`src/rtl/vbiPkg.sv`:
```
`timescale 1ns/1ps
package vbiPkg;
  localparam int LINE_W = 10;
  localparam int DATA_W = 8;
  localparam int LEN_W  = 5;

  typedef struct packed {
    logic             passThru;
    logic             stdAlt;
    logic             halfSu;
    logic [LEN_W-1:0] len;
  } vbiCfgT;

  localparam vbiCfgT CFG_RST = 8'h14;

  // strobes from control to datapath
  typedef struct packed {
    logic vRegion;
    logic inWindow;
    logic passThru;
    logic setupOk;
  } vbiStbT;
endpackage

```
`src/rtl/vbiCtrl.sv`:
```
`timescale 1ns/1ps
module vbiCtrl
  import vbiPkg::*;
#(
  parameter int LINES_A = 525,
  parameter int LINES_B = 625
) (
  input  logic              clk,
  input  logic              rstN,
  input  logic              sys625,
  input  logic [LINE_W-1:0] lineNum,
  input  logic              secondHalf,
  input  logic              lineStart,
  input  logic              cfgWrEn,
  input  logic [7:0]        cfgWrData,
  output vbiStbT            stb
);
  typedef logic [LINE_W-1:0] lineT;

  // 525-line raster landmarks
  localparam lineT A_MAX      = lineT'(LINES_A);
  localparam lineT A_F2_HALF  = lineT'((LINES_A + 1) / 2);   // 263
  localparam lineT A_F2_FULL  = lineT'((LINES_A + 1) / 2 + 1);
  localparam lineT A_V0_END   = lineT'(9);
  localparam lineT A_V1_END   = lineT'(19);
  localparam lineT A_V0_F2END = lineT'((LINES_A + 1) / 2 + 9);
  localparam lineT A_V1_F2END = lineT'((LINES_A + 1) / 2 + 19);
  // 625-line raster landmarks
  localparam lineT B_MAX      = lineT'(LINES_B);
  localparam lineT B_F2       = lineT'((LINES_B - 3) / 2);   // 311
  localparam lineT B_V_F1END  = lineT'(22);
  localparam lineT B_V_F2END  = lineT'((LINES_B - 3) / 2 + 24);
  localparam lineT B_TAIL     = lineT'(LINES_B - 1);
  localparam lineT ONE        = lineT'(1);

  vbiCfgT shadowCfg, actCfg;

  always_ff @(posedge clk) begin
    if (!rstN) begin
      shadowCfg <= CFG_RST;
      actCfg    <= CFG_RST;
    end else begin
      if (cfgWrEn)   shadowCfg <= vbiCfgT'(cfgWrData);
      if (lineStart) actCfg    <= shadowCfg;
    end
  end

  lineT lenExt, aEndLine, bEndLine;
  logic lineValid, lenNz;
  logic vA, vB, winF1, winA2, winB2, halfAfter;

  always_comb begin
    lenExt    = lineT'(actCfg.len);
    lenNz     = (actCfg.len != '0);
    aEndLine  = A_F2_HALF + lenExt;
    bEndLine  = B_F2 + lenExt;
    lineValid = (lineNum >= ONE) && (lineNum <= (sys625 ? B_MAX : A_MAX));

    vA = actCfg.stdAlt
       ? ((lineNum <= A_V1_END) || (lineNum >= A_F2_FULL && lineNum <= A_V1_F2END))
       : ((lineNum <= A_V0_END) || (lineNum >= A_F2_FULL && lineNum <= A_V0_F2END));
    vB = (lineNum <= B_V_F1END) || (lineNum >= B_F2 && lineNum <= B_V_F2END)
       || (lineNum >= B_TAIL);

    winF1 = (lineNum <= lenExt);
    winA2 = lenNz && (((lineNum == A_F2_HALF) && secondHalf)
                   || ((lineNum >= A_F2_FULL) && (lineNum < aEndLine))
                   || ((lineNum == aEndLine) && !secondHalf));
    winB2 = (lineNum >= B_F2) && (lineNum <= bEndLine);
    halfAfter = !sys625 && lenNz && (lineNum == aEndLine) && secondHalf;

    stb.vRegion  = lineValid && (sys625 ? vB : vA);
    stb.inWindow = lineValid && (winF1 || (sys625 ? winB2 : winA2));
    stb.passThru = actCfg.passThru;
    stb.setupOk  = stb.inWindow ? 1'b0 : (halfAfter ? actCfg.halfSu : 1'b1);
  end
endmodule

```
`src/rtl/vbiDatapath.sv`:
```
`timescale 1ns/1ps
module vbiDatapath
  import vbiPkg::*;
#(
  parameter int              DW      = DATA_W,
  parameter logic [DW-1:0]   BLACK_Y = DW'(8'h10),
  parameter logic [DW-1:0]   BLACK_C = DW'(8'h80)
) (
  input  logic          clk,
  input  logic          rstN,
  input  vbiStbT        stb,
  input  logic          lumaPhase,
  input  logic [DW-1:0] sampleIn,
  output logic          vFlag,
  output logic          vbiActive,
  output logic          setupAllow,
  output logic [DW-1:0] sampleOut
);
  logic [DW-1:0] blackVal, nextSample;

  always_comb begin
    blackVal = lumaPhase ? BLACK_Y : BLACK_C;
    if (!stb.inWindow)
      nextSample = sampleIn;
    else if (stb.passThru && lumaPhase)
      nextSample = sampleIn;
    else
      nextSample = blackVal;
  end

  always_ff @(posedge clk) begin
    if (!rstN) begin
      vFlag      <= 1'b0;
      vbiActive  <= 1'b0;
      setupAllow <= 1'b0;
      sampleOut  <= '0;
    end else begin
      vFlag      <= stb.vRegion;
      vbiActive  <= stb.inWindow;
      setupAllow <= stb.setupOk;
      sampleOut  <= nextSample;
    end
  end
endmodule

```
`src/rtl/vbiLineCtrl.sv`:
```
`timescale 1ns/1ps
module vbiLineCtrl
  import vbiPkg::*;
(
  input  logic              clk,
  input  logic              rstN,
  input  logic              sys625,
  input  logic [LINE_W-1:0] lineNum,
  input  logic              secondHalf,
  input  logic              lineStart,
  input  logic              cfgWrEn,
  input  logic [7:0]        cfgWrData,
  input  logic              lumaPhase,
  input  logic [DATA_W-1:0] sampleIn,
  output logic              vFlag,
  output logic              vbiActive,
  output logic              setupAllow,
  output logic [DATA_W-1:0] sampleOut
);
  vbiStbT ctrlStb;

  vbiCtrl u_ctrl (
    .clk(clk), .rstN(rstN), .sys625(sys625), .lineNum(lineNum),
    .secondHalf(secondHalf), .lineStart(lineStart), .cfgWrEn(cfgWrEn),
    .cfgWrData(cfgWrData), .stb(ctrlStb)
  );

  vbiDatapath u_dp (
    .clk(clk), .rstN(rstN), .stb(ctrlStb), .lumaPhase(lumaPhase),
    .sampleIn(sampleIn), .vFlag(vFlag), .vbiActive(vbiActive),
    .setupAllow(setupAllow), .sampleOut(sampleOut)
  );
endmodule

```
`config.mk`:
```
export PLATFORM = sky130hd
export DESIGN_NAME = vbiLineCtrl
export DESIGN_NICKNAME = d
export VERILOG_FILES = /design/src/rtl/vbiPkg.sv /design/src/rtl/vbiCtrl.sv /design/src/rtl/vbiDatapath.sv /design/src/rtl/vbiLineCtrl.sv
export SDC_FILE = /design/constraint.sdc
export NUM_CORES = 1
export LEC_CHECK = 0
export BUFFER_PORTS_ARGS = -buffer_cell sky130_fd_sc_hd__buf_2
export CORE_AREA = 2 2 100 54
export DETAILED_ROUTE_END_ITERATION = 8
export DIE_AREA = 0 0 102 56
export HOLD_SLACK_MARGIN = 0.12
export RECOVER_POWER = 50
export SKIP_CTS_REPAIR_TIMING = 1
export SYNTH_ARGS = -nofsm -noshare
export SYNTH_HDL_FRONTEND = slang
export SYNTH_SLANG_ARGS = --single-unit
```
`constraint.sdc`:
```
create_clock -name clk -period 8 [get_ports clk]
set_clock_uncertainty 0.2 [all_clocks]
set_input_delay 1.6 -clock clk [delete_from_list [all_inputs] [get_ports clk]]
set_output_delay 1.6 -clock clk [all_outputs]
set_load 0.01 [all_outputs]
```
==> metrics <==
DRT Pass-1 Iters=5; Tightest Hold Check Type=register to register; ys flop type=dfxtp_1; Syn Inst Count=211; nets=306; arrival time at the worst endpoint=3.69 ns; NetSw=0.0898 mW; Sw Ratio=30.0%; Slew HR=58.2%; drt wl/cell=15.0 microns; sequential share of power=48.6%; final hold vios=0; leading cell type by number of instances after synthesis=dfxtp_1; Clk Latency, worst-skew pair=0.27 ns; post-synth top area cell=dfxtp_1; Slew @ Worst Pin=0.626 ns; Synth top area share=29.1%; WHS=0.289 ns; routed vias=1706; Netlist Area Pre-Place=1860 sq um; Remaining DRCs=0; Congestion Overflow GR=0; critical path endpoint category=register; power share of the combinational group=25.9%; Leak Pwr=0.981 nW; post-layout min period=3.71 ns; full die area=5710 sq um; met2 routed WL=1.57 mm; initial antenna violation count=0; Achievable Freq=269 MHz; vias in the first global route=1437; Placer Congestion=0.922; Final period util=46.4%; Top Metal Used=met4; DRT antenna net count=0; Clock Path Buffers=2; Synth top cells by count=dfxtp_1 (27), ha_1 (22), nor2_1 (17); slowest CP cell=a2111oi_0; htree depth=1; Post-synth ARST share=0%; CTS sink count=27; WP data required=7.97 ns; clk slew on worst S/H paths=0.09 ns; core footprint=4770 sq um; Via density=5.33; status=complete, no violations; Syn Area/Cell=8.81 sq um; Max IR drop VDD=0.0795 mV; Slew Limit Fails=0; Ant. Diodes=0; clock network fraction of design power=25.5%; TNS Setup=0 ns; CTS Buf Count=3; I/O pins=44; Total GRT Usage=17.0%; Routed WL=4.79 mm; Die H=56 microns; part of the Yosys area used for sequential elements=29.1%; first-pass GRT wire length=7.55 mm; WS Path Type=primary input to register; Ys Warns=0; WL met1=2.77 mm; metal3 WL=444 microns; CTS root buffer=clkbuf_8; Setup-failing EPs final=0; number of core rows=18; DR iter-0 viols=90; unrepaired setup endpoints after global routing=false; max_cap viols=0; PD cells=139 nW/um^2; Critical Path Max Stage Delay=0.45 ns; number of port buffers=43; Synth area leaders=dfxtp_1 (29%), ha_1 (15%), mux2i_1 (7.5%), nor2_1 (3.4%), nand2_1 (3.2%); Post-Syn Nets=266; Die X=102 microns; worst path cell trace=buf_2 > inv_1 > ha_1 > a21o_1 > a2111oi_0 > a21oi_1 > a31oi_2 > nand3_4 > and3_1; area delta synth->final=16.3%; CTS tree=built; Post-synth EDFFs=0; Starting Density=38.9%; Post-DP HPWL=3.81 mm; total power=0.300 mW; largest net degree at the start of global routing=16; Max FO, Critical Path=8; CP startpoint kind=primary input; Distinct cells, synth=52; layout cell share with drive strength beyond 1=20.4%; Yosys reg bits=27; P_int=0.210 mW
## per-layer routing
metal  track usage, %  up-vias
li1                 -      863
met1             30.0      780
met2             18.5       61
met3             5.53        2
met4             1.90        0
met5                0        -
## logic make-up (layout without fill, tap and decap cells)
group	after synthesis	count (layout)	synth area share [%]
AO/OA/AOI/OAI	48	48	18.7
XOR/XNOR	2	2	0.943
adder cells (fa/ha/maj)	22	22	14.8
buffers and inverters	21	60	4.71
AND/OR/NAND/NOR	77	77	24.2
flip-flops	27	27	29.1
multiplexers	14	14	7.54
## final timing paths
kind              slack (ns)                              from  cells past startpoint                                to
setup reg to reg        4.96     u_ctrl.actCfg[0]$_SDFFE_PN0P_                     13      u_dp.sampleOut[1]$_SDFF_PN0_
hold reg to reg         0.29  u_ctrl.shadowCfg[2]$_SDFFE_PN1P_                      2  u_ctrl.shadowCfg[2]$_SDFFE_PN1P_
setup / recovery        4.29                            sys625                      9      u_dp.sampleOut[1]$_SDFF_PN0_
hold / removal          0.29  u_ctrl.shadowCfg[2]$_SDFFE_PN1P_                      2  u_ctrl.shadowCfg[2]$_SDFFE_PN1P_
## layout make-up
| class | instances | area (sq um) |
|---|---|---|
| repair buffers | 43 | 209 |
| inverters | 13 | 48.8 |
| clock buffers | 4 | 45.0 |
| well taps | 70 | 87.6 |
| multi-input cells | 163 | 1230 |
| flip-flops and latches | 27 | 541 |
| fillers | 504 | 2610 |
## sequential cells by signal, indices dropped and copies added, names as in the netlist
signal            count
u_ctrl.shadowCfg      8
u_ctrl.stb            1
u_dp.setupAllow       1
u_dp.vFlag            1
u_dp.sampleOut        8
u_dp.vbiActive        1
u_ctrl.actCfg         7
## layout by cell type, fill, tap and decap left out, drive strengths merged, types with 2 or more instances in the layout
cell	Yosys	final
buf	2	38
dfxtp	27	27
ha	22	22
nor2	17	17
nand2	16	16
mux2i	14	14
inv	13	13
a21oi	11	11
clkbuf	6	9
and3	7	7
o21ai	7	7
o211ai	5	5
nor2b	5	5
a31oi	5	5
nand3	4	4
nor3	3	3
a21o	3	3
a211oi	3	3
and4b	3	3
or3	3	3
nor4	3	3
xnor2	2	2
o31ai	2	2
nand4	2	2
nand4b	2	2
and4	2	2
o21a	2	2
nand3b	2	2
o2111ai	2	2
or4	2	2
## worst max-delay path, delay by kind of cell
family / cells / cell delay, ns
fa+ha+maj: 1 / 0.32
compound gates: 4 / 1.12
buf+inv: 2 / 0.27
simple gates: 2 / 0.36
## through the flow
step                setup WS, ns  area, sq um  utilization, %  cells
floorplan                   4.51         1860               -    211
global placement            4.17         2120            44.4    316
detailed placement          4.01         2120            44.4    316
CTS                         4.30         2170            45.4    320
global route                4.10         2160            45.3    320
finish                      4.29         2160            45.3    320
## power groups by stage
stage                     Clock [mW]  Combinational (mW)  Sequential, mW
after global routing          0.0845              0.0869           0.146
after global placement             0              0.0762           0.149
after floorplan                    0              0.0474           0.150
after CTS                     0.0775              0.0768           0.146
final                         0.0764              0.0777           0.146
after detailed placement           0              0.0764           0.149
Power figures use the tool's default switching activity.
